### src/rtl/acq_store_qual_pkg.sv
package acq_store_qual_pkg;

  typedef enum logic [1:0] {
    CMD_NONE = 2'b00,
    CMD_ON   = 2'b01,
    CMD_OFF  = 2'b10,
    CMD_NOP  = 2'b11
  } store_cmd_e;

endpackage

### src/rtl/asq_decide.sv
// Per-sample qualification: priority of event > state > global, then
// the optional transitional filter.
module asq_decide #(
  parameter int DATA_W = 16
) (
  input  logic              clk,
  input  logic              rst,
  input  logic              start,
  input  logic              adv,
  input  logic [DATA_W-1:0] smp_data,
  input  logic              glob_store,
  input  logic [1:0]        st_cmd,
  input  logic [1:0]        evt_cmd,
  input  logic              cfg_start_en,
  input  logic              cfg_qual_en,
  input  logic              cfg_trans,
  output logic              qual
);
  import acq_store_qual_pkg::*;

  logic              en_q;
  logic              first_q;
  logic [DATA_W-1:0] prev_q;

  logic base_ok;
  logic evt_ok;
  logic changed;

  always_comb begin
    case (store_cmd_e'(st_cmd))
      CMD_ON:  base_ok = 1'b1;
      CMD_OFF: base_ok = 1'b0;
      default: base_ok = en_q & glob_store;
    endcase
    case (store_cmd_e'(evt_cmd))
      CMD_ON:  evt_ok = 1'b1;
      CMD_OFF: evt_ok = 1'b0;
      default: evt_ok = base_ok;
    endcase
    changed = first_q | (smp_data != prev_q);
    qual    = (cfg_qual_en ? evt_ok : 1'b1) & (cfg_trans ? changed : 1'b1);
  end

  always_ff @(posedge clk) begin
    if (rst || start) begin
      en_q    <= cfg_start_en;
      first_q <= 1'b1;
      prev_q  <= '0;
    end else if (adv) begin
      case (store_cmd_e'(st_cmd))
        CMD_ON:  en_q <= 1'b1;
        CMD_OFF: en_q <= 1'b0;
        default: en_q <= en_q;
      endcase
      first_q <= 1'b0;
      prev_q  <= smp_data;
    end
  end

endmodule

### src/rtl/asq_delay.sv
// Circular delay line of DEPTH accepted samples; read-before-write at
// the same address gives the sample that entered DEPTH pushes earlier.
module asq_delay #(
  parameter int WIDTH = 17,
  parameter int DEPTH = 31
) (
  input  logic             clk,
  input  logic             rst,
  input  logic             adv,
  input  logic [WIDTH-1:0] din,
  output logic [WIDTH-1:0] dout
);
  localparam int PW = (DEPTH > 1) ? $clog2(DEPTH) : 1;
  localparam logic [PW-1:0] LAST = PW'(DEPTH - 1);

  logic [WIDTH-1:0] mem [DEPTH];
  logic [PW-1:0]    ptr;

  assign dout = mem[ptr];

  always_ff @(posedge clk) begin
    if (adv) begin
      mem[ptr] <= din;
    end
  end

  always_ff @(posedge clk) begin
    if (rst) begin
      ptr <= '0;
    end else if (adv) begin
      ptr <= (ptr == LAST) ? '0 : ptr + 1'b1;
    end
  end

endmodule

### src/rtl/asq_window.sv
// Fill tracking and block-window bookkeeping. The look-ahead side uses
// the age of the newest qualifying input; the look-back side a countdown
// reloaded by each qualifying sample leaving the delay line.
module asq_window #(
  parameter int PRE  = 31,
  parameter int POST = 31
) (
  input  logic clk,
  input  logic rst,
  input  logic start,
  input  logic adv,
  input  logic qual_in,
  input  logic qual_out,
  input  logic blk_en,
  output logic store
);
  localparam int AW = $clog2(PRE + 1);
  localparam int TW = (POST > 0) ? $clog2(POST + 1) : 1;
  localparam logic [AW-1:0] AGE_MAX  = AW'(PRE);
  localparam logic [TW-1:0] TAIL_MAX = TW'(POST);

  logic [AW-1:0] fill_q;
  logic [AW-1:0] age_q;
  logic [TW-1:0] tail_q;

  logic [AW-1:0] age_now;
  logic          filled;
  logic          ahead_hit;
  logic          behind_hit;

  always_comb begin
    if (qual_in)               age_now = '0;
    else if (age_q == AGE_MAX) age_now = AGE_MAX;
    else                       age_now = age_q + 1'b1;
    filled     = (fill_q == AGE_MAX);
    ahead_hit  = (age_now < AGE_MAX);
    behind_hit = (tail_q != '0);
    store      = filled & (qual_out | (blk_en & (ahead_hit | behind_hit)));
  end

  always_ff @(posedge clk) begin
    if (rst || start) begin
      fill_q <= '0;
      age_q  <= AGE_MAX;
      tail_q <= '0;
    end else if (adv) begin
      if (!filled) fill_q <= fill_q + 1'b1;
      age_q <= age_now;
      if (filled) begin
        if (qual_out)        tail_q <= TAIL_MAX;
        else if (behind_hit) tail_q <= tail_q - 1'b1;
      end
    end
  end

endmodule

### src/rtl/acq_store_qual.sv
module acq_store_qual #(
  parameter int DATA_W   = 16,
  parameter int PRE_CNT  = 31,
  parameter int POST_CNT = 31
) (
  input  logic              clk,
  input  logic              rst,
  input  logic              start,
  input  logic              smp_valid,
  input  logic [DATA_W-1:0] smp_data,
  input  logic              glob_store,
  input  logic [1:0]        st_cmd,
  input  logic [1:0]        evt_cmd,
  input  logic              cfg_start_en,
  input  logic              cfg_qual_en,
  input  logic              cfg_trans,
  input  logic              cfg_block,
  input  logic              cfg_glitch,
  input  logic              cfg_viol,
  output logic              wr_en,
  output logic [DATA_W-1:0] wr_data
);
  localparam int LW = DATA_W + 1;

  logic          adv;
  logic          qual_in;
  logic          blk_en;
  logic          store;
  logic [LW-1:0] line_out;

  assign adv    = smp_valid & ~start;
  assign blk_en = cfg_block & cfg_qual_en & ~cfg_glitch & ~cfg_viol;

  asq_decide #(.DATA_W(DATA_W)) u_decide (
    .clk(clk), .rst(rst), .start(start), .adv(adv),
    .smp_data(smp_data), .glob_store(glob_store),
    .st_cmd(st_cmd), .evt_cmd(evt_cmd),
    .cfg_start_en(cfg_start_en), .cfg_qual_en(cfg_qual_en),
    .cfg_trans(cfg_trans), .qual(qual_in)
  );

  asq_delay #(.WIDTH(LW), .DEPTH(PRE_CNT)) u_delay (
    .clk(clk), .rst(rst), .adv(adv),
    .din({qual_in, smp_data}), .dout(line_out)
  );

  asq_window #(.PRE(PRE_CNT), .POST(POST_CNT)) u_window (
    .clk(clk), .rst(rst), .start(start), .adv(adv),
    .qual_in(qual_in), .qual_out(line_out[DATA_W]),
    .blk_en(blk_en), .store(store)
  );

  always_ff @(posedge clk) begin
    if (rst) begin
      wr_en   <= 1'b0;
      wr_data <= '0;
    end else if (start) begin
      wr_en   <= 1'b0;
    end else begin
      wr_en <= adv & store;
      if (adv && store) wr_data <= line_out[DATA_W-1:0];
    end
  end

endmodule

### config.mk
export PLATFORM = sky130hd
export DESIGN_NAME = acq_store_qual
export DESIGN_NICKNAME = d
export VERILOG_FILES = /design/src/rtl/acq_store_qual_pkg.sv /design/src/rtl/asq_decide.sv /design/src/rtl/asq_delay.sv /design/src/rtl/asq_window.sv /design/src/rtl/acq_store_qual.sv
export SDC_FILE = /design/constraint.sdc
export NUM_CORES = 1
export LEC_CHECK = 0
export CORE_MARGIN = 2
export CORE_UTILIZATION = 40
export CTS_CLUSTER_SIZE = 14
export DETAILED_ROUTE_END_ITERATION = 7
export PLACE_DENSITY = 0.64
export SLEW_MARGIN = 30
export SYNTH_ARGS = -nofsm -noshare
export SYNTH_HDL_FRONTEND = slang
export SYNTH_SLANG_ARGS = --single-unit
### constraint.sdc
create_clock -name clk -period 2.6 [get_ports clk]
set_input_delay 0.26 -clock clk [delete_from_list [all_inputs] [get_ports clk]]
set_output_delay 0.26 -clock clk [all_outputs]
set_load 0.02 [all_outputs]
# == After elaboration in Yosys (flattened, before gate mapping) ==
# Memory sizes are Yosys's and may differ from the RTL's. A register that Yosys moved wholly into a read port is not among the register bits.
# Cells that the tools add are included.
# totals
memories,1
ff_bits,55
mem_bits_rw,527
# mem_list
name,depth,width,rd,rd_ports_with_merged_regs,wr,line,source
u_delay.mem,31,17,1,1,1,asq_delay.sv:16,logic [WIDTH-1:0] mem [DEPTH];
# op_classes
n_eq_ne,8
reduce_logical,11
n_lt_le_gt_ge,1
muxes,16
addsub,4
n_bitwise,16
# ops
operator,count
$mux 5,7
$ne 16x16->1,1
$add 5x1->5 const B,3
$eq 5x5->1 const B,3
$and 1x1->1,9
$mux 1,6
$pmux 1 s2,3
$reduce_and 2->1,3
$lt 5x5->1 const B,1
$reduce_bool 5->1,1
$sub 5x1->5 const B,1
$eq 2x1->1 const B,2
$eq 2x2->1 const B,2
$not 1->1,4
$reduce_bool 2->1,2
$or 1x1->1,3
$reduce_and 3->1,1
$reduce_bool 3->1,1
$reduce_or 2->1,1
$logic_and 1x1->1,1
$logic_or 1x1->1,1

# == Depth between registers and ports, before layout ==
# depth
word_depth,13
depth_mapped,11

# == Modules after synthesis ==
# From an unflattened synthesis, not the netlist that was laid out.
# unflattened
cells_unflattened,1322
hier_area_um2,23404.9
# by_module_without_submodules
mod,area_per_inst_um2,cells_per_inst,seq_area_each_um2,n_inst
asq_delay,20876.3,1058,16025.4,1
asq_decide,910.9,95,370.4,1
asq_window,843.3,94,300.3,1
acq_store_qual,774.5,75,340.3,1

# == Worst setup path after synthesis ==
# No wires, ideal clock.
# synth_timing
path_type,register -> register
startpoint,reg with a tool-made name
endpoint,reg wr_data[13]
stages_incl_launch_ff,10
synth_period_minus_slack_ps,2729
n_path_buf,4
setup_slack_ps,-129
arrival_time_ps,2608
cell_sequence,dfxtp_1 buf_2 buf_2 buf_2 clkbuf_1 mux4_2 mux4_2 a21oi_1 nor2_1 mux2_4
# synth_rtl
element,line,source
"end signal, assigned",acq_store_qual.sv:61,if (adv && store) wr_data <= line_out[DATA_W-1:0];
"end, declared",acq_store_qual.sv:21,output logic [DATA_W-1:0] wr_data

==> results.ini <==
[cts]
ctsRootBufferMaster = clkbuf_16
cts_buffers = 57
clock_latency_ns = 0.62
hold_buffers = 0
htree_levels = 2
cts_tree = built
post-cts-setup-buffers = 0
clk_path_buf_depth = 3
cts_sinks = 587
cts.clk_slew.worst_paths_ns = 0.06

[run_status]
violations = negative setup slack
status = finished, violations left

[place]
gp_congestion = 0.785
dp.cells = 2059
numPortBuffers = 47
dp_hpwl_mm = 32.0
place_ws_ns = -0.423

[grt]
grt_pass1_wl_mm = 78.2
antenna_found_initial = 1
grt_use_total_pct = 18.0
grt_max_degree = 56
gr-total-overflow = 0
grt_pass1_vias = 11800

[synth]
synthArstFlopShare_pct = 0
synth_edf_count = 528
synthFlopType = edfxtp_1
synth_area_um2 = 23100
synth_cells = 1195
netlist.area_leader.share_pct = 68.7
yosysWarningCount = 0
ys_types = 52
yosysMostFrequentCell = edfxtp_1
syn_nets = 1238
synth_area_leaders = edfxtp_1 69%, mux4_2 13%, dfxtp_1 5.1%
yosysTopAreaCell = edfxtp_1
synthTopCellsByCount = 528 x edfxtp_1, 129 x mux4_2, 77 x nor2_1
ys_seq_elements = 587
syn_avg_cell_area_um2 = 19.3
ys_seq_area_share_pct = 73.8

[sta]
final.setup.tns_ns = -0.00554
worstMarginPinSlew_ns = 0.723
rsz0062_at_grt = yes
finalSetupViolCount = 1
finalCritPeriodShare_pct = 100
hold_viol = 0
timing.final.ws_setup_ns = -0.00554
finClkSkew_ns = 0.0168
fmaxAchievable_mhz = 384
slew_violations = 0
finalCriticalPeriod_ns = 2.61
max_slew_margin_pct = 51.8

[detailed_routing]
route.antenna.remaining_nets = 0
first_iter_violations = 1255
routed_via_density = 5.33
wire_per_inst_um = 24.5
detail_route.first_pass.iterations = 5
routed_wl_mm = 53.0
route.detailed.drc = 0
vias = 11500

[pwr]
max-vdd-ir-drop_mv = 0.474
p_leak_nw = 8.75
power_mw = 19.5
p_per_area_nw_per_um2 = 706

[die]
num_rows = 88
fp.coreArea_um2 = 57400
dieWidth_um = 244
die_h_um = 244
initial_core_util_pct = 40.2
pin_count = 48
die-area_um2 = 59600

[setup_path]
path_max_fanout = 16
crit_type = flip-flop to flip-flop
worst_setup_path_start_kind = flip-flop
cp.arrival_ns = 3.10
endpoint_kind = flip-flop
crit_required_ns = 3.09

[final_layout]
nNetsFinal = 1396
final_cell_count_no_fill = 2165
fin_util_pct = 48.0
drive_gt1_share_pct = 27.7
area_growth_pct = 19.3

[job]
cap_viol_max_count = 0

[worst_hold_path]
hp-class = input pin to flip-flop
min-delay-start = rst

-- kinds of logic (layout without fill, tap and decap cells) --
| group | count (synthesis) | in the layout | share of synthesized area, % |
|---|---|---|---|
| compound gates | 89 | 89 | 2.41 |
| xor+xnor | 25 | 25 | 0.949 |
| fa+ha+maj | 12 | 12 | 0.651 |
| buf+inv | 79 | 283 | 1.50 |
| flops | 587 | 587 | 73.8 |
| mux | 225 | 225 | 17.0 |
| other cells | 0 | 1 | 0 |
| simple gates | 178 | 178 | 3.64 |
-- layout by cell type, fill, tap and decap left out, drive strengths merged, types with 17 or more instances in the layout --
cell type	netlist	layout
nor2	77	77
a21oi	28	28
clkbuf	33	74
xnor2	17	17
clkdlybuf4s50	0	46
mux2i	74	74
buf	28	114
mux4	129	129
o21ai	23	23
edfxtp	528	528
nor2b	19	19
inv	17	20
dfxtp	59	59
nand2	35	35
mux2	22	22
clkinv	1	22
-- repair_timing --
item	CTS	global route
endpoints found under the setup margin	3	16
cloned	0	0
gates resized for setup	3	5
-- worst max-delay path, stage by stage, from the launching register on --
cell      delay (ns)
dfxtp_4         0.40
mux2_4          0.30
mux4_2          0.51
o221a_4         0.30
o31ai_4         0.20
a21boi_4        0.23
buf_12          0.19
mux2_2          0.34
-- per-stage QoR --
step	hold WS [ns]	cell area, µm²
after CTS	0.221	27500
after detailed placement	0.455	25700
after global routing	0.253	27500
after floorplan	0.359	23100
after global placement	0.438	25700
final	0.253	27500
-- per-layer routing --
layer	wire, µm	part of all wire [%]	vias up	track usage (%)
met5	0	0	-	0
met4	1180	2.2	0	5.52
met3	2820	5.3	76	2.84
met2	25600	48	308	29.0
met1	23500	44	6021	25.2
li1	-	-	5124	-
-- area by class of cell --
class / count / area, µm²
fillers: 4681 / 29800
inverters: 18 / 67.6
clock buffers: 74 / 1510
clock inverters: 31 / 327
repair buffers: 160 / 1810
well taps: 765 / 957
diodes: 1 / 2.50
flip-flops and latches: 587 / 17000
multi-input cells: 529 / 5820
-- power breakdown --
part	internal, mW	total (mW)	switching [mW]
registers	10.3	10.3	0.0250
logic	0.410	0.922	0.512
clock network	4.77	8.19	3.42
total	15.5	19.5	3.96
-- sequential cells by signal (all words and copies together), names as in the netlist, named ones only --
signal,flops
u_decide.first_q,1
u_decide.en_q,1
wr_data,16
u_decide.prev_q,16
wr_en,1
u_delay.ptr,5
u_window.age_q,5
u_window.fill_q,5
u_delay.mem,527
u_window.tail_q,5
-- path summary, 6_finish.rpt --
path,end,slack (ns),cells past startpoint
worst max-delay path,wr_data[1],-0.006,7
worst min-delay path,flip-flop,0.25,3
worst max register to register,wr_data[1],-0.006,7
worst min register to register,u_decide.first_q,0.48,1
No activity file was read; power rests on OpenSTA's default activity.
